`config.mk`:
```
export PLATFORM = sky130hd
export DESIGN_NAME = dfc_sequencer
export DESIGN_NICKNAME = d
export VERILOG_FILES = /design/src/rtl/dfc_pkg.sv /design/src/rtl/dfc_guard_timer.sv /design/src/rtl/dfc_mr_stepper.sv /design/src/rtl/dfc_sequencer.sv
export SDC_FILE = /design/constraint.sdc
export NUM_CORES = 1
export LEC_CHECK = 0
export ABC_AREA = 0
export BUFFER_PORTS_ARGS = -buffer_cell sky130_fd_sc_hd__buf_2
export CORE_MARGIN = 2
export CORE_UTILIZATION = 42
export CTS_CLUSTER_SIZE = 14
export DETAILED_ROUTE_END_ITERATION = 10
export PLACE_DENSITY = 0.78
export SETUP_SLACK_MARGIN = 0.3
export SLEW_MARGIN = 20
export SYNTH_ARGS = -nofsm -noshare
export SYNTH_HDL_FRONTEND = slang
export SYNTH_SLANG_ARGS = --single-unit
```
`constraint.sdc`:
```
create_clock -name clk -period 2.4 [get_ports clk]
set_input_delay 0.12 -clock clk [delete_from_list [all_inputs] [get_ports clk]]
set_output_delay 0.12 -clock clk [all_outputs]
set_load 0.02 [all_outputs]
```
`src/rtl/dfc_pkg.sv`:
```
package dfc_pkg;

  localparam int MR_COUNT = 7;
  localparam int MR_W     = 16;
  localparam int SP_W     = 2;
  localparam logic [5:0] SR_BY_SW = 6'h23;

  typedef enum logic [1:0] {PATH_SAME, PATH_DLL_OFF, PATH_DLL_ON} path_e;

  typedef enum logic [2:0] {
    OP_NOM, OP_PARK, OP_WR, OP_DLLOFF, OP_DLLON, OP_DLLRST, OP_ALL, OP_END
  } mr_op_e;

  function automatic path_e classify(input logic [SP_W-1:0] cur, input logic [SP_W-1:0] tgt);
    if (cur == '0 && tgt != '0)      return PATH_DLL_OFF;
    else if (cur != '0 && tgt == '0) return PATH_DLL_ON;
    else                             return PATH_SAME;
  endfunction

  function automatic mr_op_e first_pre(input path_e p);
    return (p == PATH_DLL_OFF) ? OP_NOM : OP_END;
  endfunction

  function automatic mr_op_e first_post(input path_e p);
    return (p == PATH_DLL_ON) ? OP_DLLON : OP_ALL;
  endfunction

  function automatic mr_op_e next_op(input mr_op_e op);
    case (op)
      OP_NOM:    return OP_PARK;
      OP_PARK:   return OP_WR;
      OP_WR:     return OP_DLLOFF;
      OP_DLLON:  return OP_DLLRST;
      OP_DLLRST: return OP_ALL;
      default:   return OP_END;
    endcase
  endfunction

  function automatic logic [2:0] op_addr(input mr_op_e op, input logic [2:0] idx);
    case (op)
      OP_NOM, OP_DLLOFF, OP_DLLON: return 3'd1;
      OP_PARK:   return 3'd5;
      OP_WR:     return 3'd2;
      OP_ALL:    return idx;
      default:   return 3'd0;
    endcase
  endfunction

  function automatic logic [MR_W-1:0] op_data(input mr_op_e op, input logic [MR_W-1:0] base);
    case (op)
      OP_NOM:    return base & ~16'h0700;
      OP_PARK:   return base & ~16'h01C0;
      OP_WR:     return base & ~16'h0E00;
      OP_DLLOFF: return base & ~16'h0001;
      OP_DLLON:  return base | 16'h0001;
      OP_DLLRST: return base | 16'h0100;
      default:   return base;
    endcase
  endfunction

  function automatic logic op_skip(input mr_op_e op, input logic [MR_W-1:0] base);
    case (op)
      OP_NOM:  return base[10:8] == 3'd0;
      OP_PARK: return base[8:6]  == 3'd0;
      OP_WR:   return base[11:9] == 3'd0;
      default: return 1'b0;
    endcase
  endfunction

endpackage

```
`src/rtl/dfc_guard_timer.sv`:
```
module dfc_guard_timer #(
  parameter int W = 16
) (
  input  logic         clk,
  input  logic         rst_n,
  input  logic         load,
  input  logic [W-1:0] cycles,
  output logic         expired
);
  logic [W-1:0] cnt;

  always_ff @(posedge clk or negedge rst_n) begin
    if (!rst_n)          cnt <= '0;
    else if (load)       cnt <= cycles;
    else if (cnt != '0)  cnt <= cnt - W'(1);
  end

  assign expired = (cnt == '0);
endmodule

```
`src/rtl/dfc_mr_stepper.sv`:
```
module dfc_mr_stepper
  import dfc_pkg::*;
#(
  parameter int MAX_RANKS = 2,
  parameter int RW        = $clog2(MAX_RANKS + 1)
) (
  input  logic                     clk,
  input  logic                     rst_n,
  input  logic                     go,
  input  mr_op_e                   op,
  input  logic [RW-1:0]            num_ranks,
  input  logic [MR_COUNT*MR_W-1:0] mr_vals,
  input  logic                     mrw_ack,
  output logic                     mrw_req,
  output logic [RW-1:0]            mrw_rank,
  output logic [2:0]               mrw_addr,
  output logic [MR_W-1:0]          mrw_data,
  output logic                     fin
);
  logic [MR_W-1:0] mr_arr [MR_COUNT];
  logic            busy;
  logic [RW-1:0]   rank;
  logic [2:0]      mri;
  logic [MR_W-1:0] base;
  logic            skip_now;
  logic            last_mr;

  for (genvar k = 0; k < MR_COUNT; k++) begin : g_mr
    assign mr_arr[k] = mr_vals[k*MR_W +: MR_W];
  end

  assign mrw_addr = op_addr(op, mri);
  assign base     = mr_arr[mrw_addr];
  assign mrw_data = op_data(op, base);
  assign skip_now = op_skip(op, base);
  assign mrw_rank = rank;
  assign last_mr  = (op != OP_ALL) || (mri == 3'(MR_COUNT - 1));

  always_ff @(posedge clk or negedge rst_n) begin
    if (!rst_n) begin
      busy    <= 1'b0;
      rank    <= RW'(1);
      mri     <= '0;
      mrw_req <= 1'b0;
      fin     <= 1'b0;
    end else begin
      fin <= 1'b0;
      if (go) begin
        busy    <= 1'b1;
        rank    <= RW'(1);
        mri     <= '0;
        mrw_req <= 1'b0;
      end else if (busy) begin
        if (!mrw_req) begin
          if (skip_now) begin
            busy <= 1'b0;
            fin  <= 1'b1;
          end else begin
            mrw_req <= 1'b1;
          end
        end else if (mrw_ack) begin
          mrw_req <= 1'b0;
          if (!last_mr) begin
            mri <= mri + 3'd1;
          end else begin
            mri <= '0;
            if (rank >= num_ranks) begin
              busy <= 1'b0;
              fin  <= 1'b1;
            end else begin
              rank <= rank + RW'(1);
            end
          end
        end
      end
    end
  end
endmodule

```
`src/rtl/dfc_sequencer.sv`:
```
module dfc_sequencer
  import dfc_pkg::*;
#(
  parameter int MAX_RANKS = 2,
  parameter int GUARD_W   = 16,
  localparam int RW       = $clog2(MAX_RANKS + 1)
) (
  input  logic                     clk,
  input  logic                     rst_n,
  input  logic                     start,
  input  logic [1:0]               target_sp,
  input  logic [RW-1:0]            num_ranks,
  input  logic [GUARD_W-1:0]       guard_cycles,
  input  logic [MR_COUNT*MR_W-1:0] mr_vals,
  input  logic                     rd_q_empty,
  input  logic                     wr_q_empty,
  input  logic [5:0]               op_status,
  input  logic                     phy_init_done,
  input  logic                     clk_sw_ack,
  input  logic                     mrw_ack,
  output logic                     host_en,
  output logic                     zq_off,
  output logic                     refresh_off,
  output logic                     selfref_req,
  output logic                     phy_init_start,
  output logic                     clk_sw_req,
  output logic [1:0]               clk_sw_sp,
  output logic                     mrw_req,
  output logic [RW-1:0]            mrw_rank,
  output logic [2:0]               mrw_addr,
  output logic [MR_W-1:0]          mrw_data,
  output logic [1:0]               cur_sp,
  output logic                     done
);
  typedef enum logic [3:0] {
    ST_IDLE, ST_QUIESCE, ST_DRAIN, ST_PRE_MR, ST_SR_IN, ST_PHY_LO, ST_CLK,
    ST_PHY_HI, ST_GUARD, ST_SR_OUT, ST_POST_MR, ST_RESTORE, ST_DONE
  } state_e;

  state_e     state;
  path_e      path_q;
  mr_op_e     op_q;
  mr_op_e     op_nxt;
  logic [1:0] tgt_q;
  logic       go_q;

  // named internal events
  logic ev_idle, ev_accept, ev_drained, ev_guard_start, ev_guard_done, step_fin;

  assign ev_idle        = (state == ST_IDLE);
  assign ev_accept      = ev_idle && start;
  assign ev_drained     = (state == ST_DRAIN) && rd_q_empty && wr_q_empty;
  assign ev_guard_start = (state == ST_PHY_HI) && phy_init_done;
  assign op_nxt         = next_op(op_q);

  dfc_guard_timer #(.W(GUARD_W)) u_guard (
    .clk     (clk),
    .rst_n   (rst_n),
    .load    (ev_guard_start),
    .cycles  (guard_cycles),
    .expired (ev_guard_done)
  );

  dfc_mr_stepper #(.MAX_RANKS(MAX_RANKS), .RW(RW)) u_step (
    .clk       (clk),
    .rst_n     (rst_n),
    .go        (go_q),
    .op        (op_q),
    .num_ranks (num_ranks),
    .mr_vals   (mr_vals),
    .mrw_ack   (mrw_ack),
    .mrw_req   (mrw_req),
    .mrw_rank  (mrw_rank),
    .mrw_addr  (mrw_addr),
    .mrw_data  (mrw_data),
    .fin       (step_fin)
  );

  always_ff @(posedge clk or negedge rst_n) begin
    if (!rst_n) begin
      state  <= ST_IDLE;
      path_q <= PATH_SAME;
      op_q   <= OP_END;
      tgt_q  <= '0;
      cur_sp <= '0;
      go_q   <= 1'b0;
    end else begin
      go_q <= 1'b0;
      case (state)
        ST_IDLE: if (start) begin
          tgt_q  <= target_sp;
          path_q <= classify(cur_sp, target_sp);
          state  <= ST_QUIESCE;
        end
        ST_QUIESCE: state <= ST_DRAIN;
        ST_DRAIN: if (ev_drained) begin
          op_q <= first_pre(path_q);
          if (first_pre(path_q) == OP_END) state <= ST_SR_IN;
          else begin
            go_q  <= 1'b1;
            state <= ST_PRE_MR;
          end
        end
        ST_PRE_MR: if (step_fin) begin
          op_q <= op_nxt;
          if (op_nxt == OP_END) state <= ST_SR_IN;
          else go_q <= 1'b1;
        end
        ST_SR_IN:  if (op_status == SR_BY_SW) state <= ST_PHY_LO;
        ST_PHY_LO: if (!phy_init_done) state <= ST_CLK;
        ST_CLK:    if (clk_sw_ack) state <= ST_PHY_HI;
        ST_PHY_HI: if (phy_init_done) state <= ST_GUARD;
        ST_GUARD:  if (ev_guard_done) state <= ST_SR_OUT;
        ST_SR_OUT: if (op_status != SR_BY_SW) begin
          op_q  <= first_post(path_q);
          go_q  <= 1'b1;
          state <= ST_POST_MR;
        end
        ST_POST_MR: if (step_fin) begin
          op_q <= op_nxt;
          if (op_nxt == OP_END) state <= ST_RESTORE;
          else go_q <= 1'b1;
        end
        ST_RESTORE: begin
          cur_sp <= tgt_q;
          state  <= ST_DONE;
        end
        default: state <= ST_IDLE;
      endcase
    end
  end

  assign host_en        = ev_idle || (state == ST_DONE);
  assign zq_off         = !(ev_idle || state == ST_RESTORE || state == ST_DONE);
  assign refresh_off    = zq_off;
  assign selfref_req    = (state == ST_SR_IN) || (state == ST_PHY_LO) || (state == ST_CLK) ||
                          (state == ST_PHY_HI) || (state == ST_GUARD);
  assign phy_init_start = (state == ST_PHY_LO) || (state == ST_CLK);
  assign clk_sw_req     = (state == ST_CLK);
  assign clk_sw_sp      = tgt_q;
  assign done           = (state == ST_DONE);
endmodule

```
==> results by group, run 1 <==
Global route
  • Global routing usage on met2: 56.69%
  • Total Routing Usage GR: between 30% and 40%
  • Met3 usage: about 14%
  • Vias in the first global route: a little under 5000
  • Grt met1 use: between 30% and 40%
  • Largest net degree at the start of global routing: 39
  • Total congestion overflow: 0
  • Busiest grt layer: met2
  • Antenna violations before repair: 1
  • Global-route wire length before repair: 24030 um

CTS
  • H-tree depth: 2
  • CTS clk-pin slew, worst paths: ~0.08 ns
  • Deepest clock path buffer count: 2
  • Clk sink count: 38
  • Inserted Clock Buffers: 5
  • Clock Latency Late Sink: 0.30 ns
  • Root Buffer: clkbuf_8
  • CTS tree: built

Yosys
  • Cell area after synthesis: around 3500 um2
  • Sequential area share after synthesis: a little over a quarter
  • Async set-reset flop share out of synthesis: 100.0%
  • Seq cells post-synth: 38
  • Post-Syn Area per Cell: around 7.2 um2
  • Syn nets: about 640
  • Post-synth EDFFs: 0
  • Top FF cell, synth: dfrtp_1
  • Syn Inst Count: 485
  • Yosys warns: 0
  • Post-synth top area share: about a quarter
  • Leading area contributor after synthesis: dfrtp_1
  • Yosys cell types: 64
  • Ranking of synthesized cells by area: dfrtp_1 24%, nand2_1 10%, a21oi_1 7.7%

Cells and area
  • Filler cells: about 480
  • Reg area: approximately 960 um2
  • Nets: 882
  • Final core utilization: 79.36%
  • Share of cells above drive strength 1: 57.10%
  • Multi-input logic area: around 3200 um2
  • Ant diodes: 0
  • Layout overhead on the synthesized area: 84.32%

Floorplanning
  • Die Ht: around 95 um
  • # rows: 33
  • # IOs: approximately 180
  • Core area: 8134 um2
  • Die area: ~9100 um2
  • Initial Utilization: approximately 43%
  • Die W: 95.32 um

Worst setup path
  • Critical Path Start: op_q[2]
  • Worst setup SP type: register
  • FF-to-FF End: u_step.mrw_req
  • CP arrival: ~2.5 ns
  • R2r worst-path depth: 10
  • Data required, critical path: approximately 2.3 ns
  • Crit Path Class: register to primary output
  • Worst r2r src: op_q[1]
  • Setup crit end: mrw_data[7]
  • Critical path capture point type: primary output
  • Register-to-register setup slack: -0.16 ns
  • Worst Path Max Fanout: 7

Job
  • Max cap viols: 0

STA
  • Final setup viols: 17
  • Relative max-transition margin: between 40% and 50%
  • Worst slew pin tran: approximately 0.85 ns
  • Max-slew violation count: 0
  • Fin Hold WS: 0.01624 ns
  • Clock Skew: 0.01351 ns
  • Final Hold Vio Count: 0
  • Period utilization: 108.7%
  • RSZ-0062 raised after global routing: yes
  • Clock period minus final worst setup slack: 2.609 ns
  • Setup slack after layout: -0.2093 ns
  • Fin Setup TNS: -1.624 ns
  • Fmax: approximately 380 MHz

Drt
  • Via density: 6.360
  • Via count: between 5000 and 6000
  • Post-route antenna net violation count: 0
  • Post-Route WL: between 15000 and 20000 um
  • Detail-routed net length per standard cell: around 22 um
  • Initial DRC count: ~440
  • Remaining DRCs: 0
  • Drt pass-1 iters: 7

Power and ir drop
  • Pwr dens: between 1500 and 2000 nW/um2
  • Max VDD drop: between 0.6 and 0.7 mV
  • Lkg Pwr: approximately 2.9 nW

Place
  • Worst slack, placed: -0.1314 ns
  • DP Wirelength: 9008 um
  • Final Wtd Congestion: around 0.95
  • Port Buf Inserts: ~180

Run status
  • Status: finished, violations left
  • Failing checks: negative setup slack

Hold path
  • Hold crit path type: input pin to register
[metal layers]
metal / vias to the layer above / routed length, um
met5: - / 13
met4: 2 / 1462
met3: 164 / 2378
met2: 463 / 8422
met1: 2437 / 6088
li1: 2257 / -
[critical path, stage by stage, from the launching register on]
cell and delay [ns]:
dfstp_2 0.63, and3b_1 0.24, a211oi_4 0.39, buf_4 0.21, a211oi_1 0.06, a311o_1 0.34
nor2_1 0.17, buf_4 0.17
[layout make-up]
cell class	instances	area share, %
flip-flops and latches	38	14.81
repair buffers	269	31.17
multi-input cells	404	49.37
well taps	105	2.035
inverters	13	0.9110
clock buffers	8	1.706
[cell families after synthesis]
kind of cell	Yosys count	share of synthesized area, %
AO/OA/AOI/OAI	148	27.40
multiplexers	12	3.644
adder cells (fa/ha/maj)	6	2.072
buffers and inverters	45	5.538
XOR/XNOR	13	3.251
AND/OR/NAND/NOR	223	30.80
flip-flops	38	27.30
[metrics by stage]
stage          cell area, um2  cells  total power, W
2_1_floorplan            3705    485        0.004909
3_3_place_gp             4830    773        0.006244
3_5_place_dp             4830    773        0.006402
4_1_cts                  5981    821        0.009128
5_1_grt                  6455    837         0.01118
6_report                 6455    837         0.01070
[repair_timing]
action                                  CTS  global route
resized for setup                       156            74
hold endpoints to repair                 34             0
cloned                                    7             3
hold buffers                              1             0
endpoints found under the setup margin   38            42
pin swaps                                39            36
setup buffers                            32            13
[cells in the final DEF (no fill, tap or decap), drive strengths merged, types with 5 or more instances in the layout]
master	n
inv	13
and3	12
nor2b	5
nand2b	12
o21ai	25
mux2	6
dfrtp	34
clkbuf	9
a21oi	54
buf	266
a21o	8
nand2	96
a211oi	14
nand3	34
nor2	32
nor3	13
mux2i	6
a311o	5
xnor2	11
o31ai	7
ha	5
a31oi	6
or3	6
[synth_stat cells, types with 2 or more instances]
cell type and count:
nor4_1 2, a31oi_1 6, xor2_1 2, buf_2 8, buf_1 3, ha_1 5, mux2i_1 6, a21o_1 8
nor2b_1 5, o21ai_0 24, inv_2 2, a22o_1 4, a32oi_1 2, nand3_1 34, a211oi_1 13, nor2_1 32
or3_1 3, a211o_1 3, nor4b_1 2, buf_4 2, inv_1 11, xnor2_1 11, dfstp_2 4, o21a_1 2
dfrtp_1 34, o311ai_0 3, and3b_1 2, o31ai_1 7, clkbuf_1 18, mux2_2 6, and3_1 12, a21oi_1 54
o22ai_1 2, nand2b_1 11, a311o_1 5, o2bb2ai_1 2, or3_4 3, nor3_1 13, nand2_1 94
[worst min path at each step]
stage	from	end	slack (ns)	cells after the start
2_1_floorplan	rst_n	clk_sw_sp[0]	-0.18	0
3_3_place_gp	rst_n	path_q[0]	0.27	1
3_5_place_dp	rst_n	cur_sp[0]	0.28	1
4_1_cts	guard_cycles[6]	u_guard.cnt[6]	0.02	2
5_1_grt	guard_cycles[6]	u_guard.cnt[6]	0.01	2
6_report	guard_cycles[6]	u_guard.cnt[6]	0.02	2
[power breakdown]
part           internal, W  switching [W]
Combinational      0.00411        0.00478
Clock             0.000290       0.000226
Sequential        0.000939       0.000351
Total              0.00534        0.00536
[registers in the layout (all words and copies together), names as in the netlist]
register,count
clk_sw_sp,2
go_q,1
u_step.fin,1
u_step.mrw_req,1
u_guard.cnt,16
cur_sp,2
state,4
u_step.mrw_rank,2
op_q,3
u_step.mri,3
u_step.busy,1
path_q,2
Power figures use the tool's default switching activity.
==> run 2: changes to the inputs <==
--- a/config.mk
+++ b/config.mk
@@ -11,8 +11,9 @@
 export CORE_UTILIZATION = 42
 export CTS_CLUSTER_SIZE = 14
 export DETAILED_ROUTE_END_ITERATION = 10
-export PLACE_DENSITY = 0.78
+export PLACE_DENSITY = 0.84
 export SETUP_SLACK_MARGIN = 0.3
+export SKIP_LAST_GASP = 1
 export SLEW_MARGIN = 20
 export SYNTH_ARGS = -nofsm -noshare
 export SYNTH_HDL_FRONTEND = slang
==> constraint.sdc (replaced) <==
create_clock -name clk -period 2.4 [get_ports clk]
set_input_delay 0.36 -clock clk [delete_from_list [all_inputs] [get_ports clk]]
set_output_delay 0.36 -clock clk [all_outputs]
set_load 0.02 [all_outputs]
==> run 2 against run 1 <==
The run still ends with negative setup slack left. Critical path type unchanged. Maximum frequency down 4.9%. Routed wire length down 20%. Sequential share of layout area up 0.44 points. Sequential power about the same. Die area unchanged. Highest routed layer is now met4. Global-route usage down 7.4 points. Sequential cell count unchanged. Hold slack better by 0.15 ns. Cell count down 0.24%. Register-to-register slack worse by 0.16 ns. Power down 7.6%. Clock power up 32%.
==> results by group, run 2 (synthesized netlist as in run 1, its figures left out) <==
STA
  • RSZ-0062 raised after global routing: yes
  • Period utilization: 114.3%
  • Relative max-transition margin: around 43%
  • Max-slew violation count: 0
  • Fin Setup TNS: -4.684 ns
  • Final setup viols: 21
  • Fmax: approximately 360 MHz
  • Clock Skew: between 0.005 and 0.006 ns
  • Setup slack after layout: -0.3425 ns
  • Clock period minus final worst setup slack: roughly 2.7 ns
  • Worst slew pin tran: around 0.85 ns
  • Final Hold Vio Count: 0

Worst setup path
  • Worst setup SP type: register
  • Data required, critical path: about 2 ns
  • Crit Path Class: register to primary output
  • CP arrival: 2.38 ns
  • Worst Path Max Fanout: 5
  • Critical path capture point type: primary output

Run status
  • Failing checks: negative setup slack
  • Status: finished, violations left

Power and ir drop
  • Max VDD drop: ~0.69 mV
  • Pwr dens: ~1600 nW/um2
  • Lkg Pwr: 2.852 nW
  • Tot Pwr: 0.009892 W

Place
  • DP Wirelength: 9369 um
  • Port Buf Inserts: roughly 180
  • Final Wtd Congestion: 0.9427

CTS
  • Clock Latency Late Sink: a little under 0.3 ns
  • Deepest clock path buffer count: 2
  • Clk sink count: 38
  • Root Buffer: clkbuf_8
  • Hold_buf cts: 0
  • Inserted Clock Buffers: 5
  • CTS tree: built
  • H-tree depth: 2
  • CTS clk-pin slew, worst paths: approximately 0.080 ns

Global route
  • Antenna violations before repair: 0
  • Vias in the first global route: roughly 4300
  • Total congestion overflow: 0
  • Total Routing Usage GR: ~27%
  • Global-route wire length before repair: just under 20000 um
  • Largest net degree at the start of global routing: 39

Cells and area
  • Ant diodes: 0
  • Most frequent cells in the layout: 161 x buf_2, 91 x nand2_1, 66 x buf_4
  • Share of cells above drive strength 1: 56.71%
  • Nets: just under 900
  • Max reg flops: 16
  • Regs by FF count: u_guard.cnt (16), state (4)
  • Layout overhead on the synthesized area: 78.96%
  • Commonest non-fill, non-tap cell in the layout: buf_2
  • Biggest register: u_guard.cnt

Drt
  • Via density: approximately 5.8
  • Initial DRC count: 205
  • Post-route antenna net violation count: 0
  • Drt pass-1 iters: 5
  • Post-Route WL: around 15000 um
  • Via count: ~4800
  • Remaining DRCs: 0
  • Detail-routed net length per standard cell: between 15 and 20 um

Floorplanning
  • # rows: 33
  • Die area: around 9100 um2
  • Die W: 95.32 um
  • Die Ht: approximately 95 um
  • # IOs: approximately 180
  • Initial Utilization: 43.05%
  • Core area: slightly above 8000 um2

Job
  • Max cap viols: 0

Hold path
  • Hold crit path type: input pin to async pin
run 2: routing by layer:
metal	global-route usage [%]	up-vias	share of wire [%]	routed length (um)
met5	0	-	0	0
met4	7.729	0	3.8	558
met3	3.478	56	6.8	997
met2	51.94	247	53	7754
met1	31.62	2275	37	5379
li1	-	2245	-	-
run 2: area by class of cell:
cell class / count / area (um2)
multi-input combinational: 403 / 3102
timing repair buffer: 267 / 1869
fill: 549 / 1867
sequential: 38 / 955.9
tap: 105 / 131.4
clock buffer: 6 / 82.58
clock inverter: 2 / 60.06
inverter: 13 / 58.81
timing repair inverter: 1 / 7.507
run 2: power breakdown:
| group | total [W] | internal [W] | switching, W |
|---|---|---|---|
| clock | 0.000680 | 0.000444 | 0.000236 |
| combinational | 0.00792 | 0.00374 | 0.00418 |
| sequential | 0.00129 | 0.000938 | 0.000355 |
| total | 0.00989 | 0.00512 | 0.00477 |
run 2: repair_timing:
item / CTS / global route
buffers inserted: 29 / 15
gates resized for setup: 67 / 93
endpoints found under the setup margin: 39 / 43
pin swaps: 30 / 48
cloned: 3 / 2
run 2: worst max-delay path, cell delays in order (launching register included):
cell        delay [ns]
dfstp_2           0.57
and2b_4           0.21
a22o_4            0.20
clkinvlp_4        0.18
buf_6             0.16
a21o_1            0.16
a311o_1           0.35
nor2_2            0.13
buf_6             0.13
run 2: path summary, 6_finish.rpt:
path | startpoint | endpoint | slack (ns) | cells after the start
max | op_q[1] | mrw_data[10] | -0.34 | 8
min | rst_n | path_q[0] | 0.17 | 1
max reg2reg | op_q[1] | u_step.busy | -0.32 | 9
min reg2reg | cur_sp[0] | path_q[0] | 0.52 | 1
max in group asynchronous | rst_n | u_guard.cnt[2] | 1.70 | 1
min in group clk | guard_cycles[11] | u_guard.cnt[11] | 0.28 | 3
run 2: through the flow:
step | utilization (%) | std cells | worst slack, ns | cell area [um2] | hold slack, ns
floorplan | - | 485 | 0.08993 | 3905 | 0.06441
global placement | 61.68 | 778 | -0.04492 | 5017 | 0.4901
detailed placement | 61.68 | 778 | -0.09280 | 5017 | 0.5042
CTS | 69.73 | 818 | -0.2475 | 5672 | 0.1926
global route | 77.05 | 835 | -0.4089 | 6267 | 0.2241
finish | 77.05 | 835 | -0.3425 | 6267 | 0.1711
==> run 3: changes to the inputs <==
==> constraint.sdc (replaced) <==
create_clock -name clk -period 2.4 [get_ports clk]
set_input_delay 0.48 -clock clk [delete_from_list [all_inputs] [get_ports clk]]
set_output_delay 0.48 -clock clk [all_outputs]
set_load 0.02 [all_outputs]
==> run 3 against run 2 <==
The flow still finishes with violations (negative setup slack). Setup slack got worse by 0.11 ns. Count of clock-buffer cells in the layout decreased by 1. Combinational power increased by 6.6%. Maximum frequency decreased by 3.7%. Via count increased by 3.8%. Utilization increased by 0.74 points. Highest routed layer unchanged.
==> results by group, run 3 (synthesized netlist as in run 1, its figures left out) <==
Floorplanning
  • Die W: around 95 um
  • # rows: 33
  • Die Ht: approximately 95 um
  • Core area: slightly above 8000 um2
  • Die area: 9085 um2
  • Initial Utilization: between 40% and 50%
  • # IOs: approximately 180

STA
  • Clock period minus final worst setup slack: 2.849 ns
  • Max-slew violation count: 0
  • Clock Skew: a little over 0.008 ns
  • Fmax: 351.0 MHz
  • Final setup viols: 26
  • Setup slack after layout: -0.4494 ns
  • Period utilization: 118.7%
  • Fin Hold WS: 0.2847 ns
  • Relative max-transition margin: a little over two fifths
  • RSZ-0062 raised after global routing: yes
  • Worst slew pin tran: ~0.86 ns
  • Final Hold Vio Count: 0

Place
  • Port Buf Inserts: roughly 180
  • DP Wirelength: 9302 um
  • Placed cells: 783
  • Worst slack, placed: -0.1526 ns
  • Final Wtd Congestion: between 0.8 and 0.9

Worst setup path
  • Worst r2r src: op_q[1]
  • CP arrival: about 2.4 ns
  • FF-to-FF End: u_step.busy
  • Worst setup SP type: register
  • Setup crit end: mrw_data[0]
  • Critical-path cell list: and2b_2 -> a22o_4 -> buf_6 -> nand3_1 -> o21ai_1 -> a222oi_1 -> a21oi_2 -> buf_4
  • Top delay family on crit path: compound AO/OA/AOI/OAI gates
  • Crit-path max cell delay: approximately 0.54 ns
  • Register-to-register setup slack: -0.29 ns
  • Slowest CP cell: dfstp_2
  • Worst Path Max Fanout: 13
  • R2r worst-path depth: 11
  • Buf+Inv Stages, Crit Path: 2
  • WP depth: 8
  • Critical path capture point type: primary output
  • Crit Path Class: register to primary output
  • Critical Path Start: op_q[0]
  • Data required, critical path: between 1.5 and 2 ns

Global route
  • Vias in the first global route: about 4500
  • Global-route wire length before repair: approximately 20000 um
  • Largest net degree at the start of global routing: 39
  • Antenna violations before repair: 0
  • Total Routing Usage GR: between 20 and 30%
  • Total congestion overflow: 0

Power and ir drop
  • Pwr dens: roughly 1600 nW/um2
  • Max VDD drop: 0.8642 mV
  • Lkg Pwr: 2.866 nW

Drt
  • Post-route antenna net violation count: 0
  • Drt pass-1 iters: 6
  • Via count: ~5000
  • Initial DRC count: between 300 and 400
  • Remaining DRCs: 0
  • Post-Route WL: between 15000 and 20000 um
  • Via density: 5.971
  • Detail-routed net length per standard cell: 18.85 um

Cells and area
  • Non-Filler Instances: 838
  • Regs by FF count: u_guard.cnt (16), state (4)
  • Biggest register: u_guard.cnt
  • Commonest non-fill, non-tap cell in the layout: buf_2
  • Layout overhead on the synthesized area: 80.67%
  • Most frequent cells in the layout: 158 x buf_2, 90 x nand2_1, 70 x buf_4
  • Ant diodes: 0
  • Share of cells above drive strength 1: between 50 and 60%
  • Max reg flops: 16
  • Nets: 883

CTS
  • Clock Latency Late Sink: about 0.30 ns
  • Clk sink count: 38
  • H-tree depth: 2
  • CTS tree: built
  • CTS clk-pin slew, worst paths: approximately 0.080 ns
  • Inserted Clock Buffers: 5
  • Root Buffer: clkbuf_8
  • Deepest clock path buffer count: 2
  • Hold_buf cts: 0

Run status
  • Failing checks: negative setup slack
  • Status: finished, violations left

Job
  • Max cap viols: 0

Hold path
  • Hold crit path type: input pin to async pin
[run 3: cell count changes in the layout (fill, tap and decap cells not counted), moves of 4 or more]
cell and change:
a21oi_1 -4, a21oi_4 +7, buf_4 +4, nand3_1 +5, nand3_2 -11, nand3_4 +6
[run 3: timing repair]
item	CTS	global route
buffers inserted	26	14
pin swaps	25	38
gates resized for setup	104	87
setup endpoints to repair	42	44
cloned	3	4
[run 3: worst min-delay path by stage]
| stage | cells after the start | end | startpoint |
|---|---|---|---|
| after floorplan | 0 | clk_sw_sp[0] | rst_n |
| after global placement | 1 | path_q[0] | cur_sp[1] |
| after detailed placement | 1 | path_q[0] | cur_sp[1] |
| after CTS | 1 | u_step.fin | rst_n |
| after global routing | 1 | u_guard.cnt[12] | rst_n |
| final | 1 | u_guard.cnt[12] | rst_n |
[run 3: power breakdown]
group	switching, W	internal [W]
logic	0.00451	0.00394
clock network	0.000240	0.000306
registers	0.000311	0.000939
[run 3: per-stage QoR]
step | setup TNS, ns | power [W] | utilization, % | instance area, um2
floorplan | 0 | 0.005118 | - | 3787
global placement | -0.6111 | 0.006492 | 61.01 | 4962
CTS | -4.806 | 0.008659 | 70.25 | 5714
global route | -9.420 | 0.01075 | 77.79 | 6327
finish | -6.746 | 0.01024 | 77.79 | 6327
detailed placement | -1.744 | 0.006656 | 61.01 | 4962
[run 3: routing by layer]
metal	vias to the layer above	global-route usage (%)	routed length (um)
met5	-	0	0
met4	0	12.20	735
met1	2311	33.38	5695
li1	2253	-	-
met3	82	5.455	1662
met2	358	47.65	7706
[run 3: cell type report]
type                       count  area, um2
clock inverter                 3      40.04
sequential                    38      957.2
tap                          105      131.4
timing repair buffer         270       1898
timing repair inverter         1      7.507
inverter                      13      63.81
clock buffer                   5      68.82
multi-input combinational    403       3161
fill                         496       1807
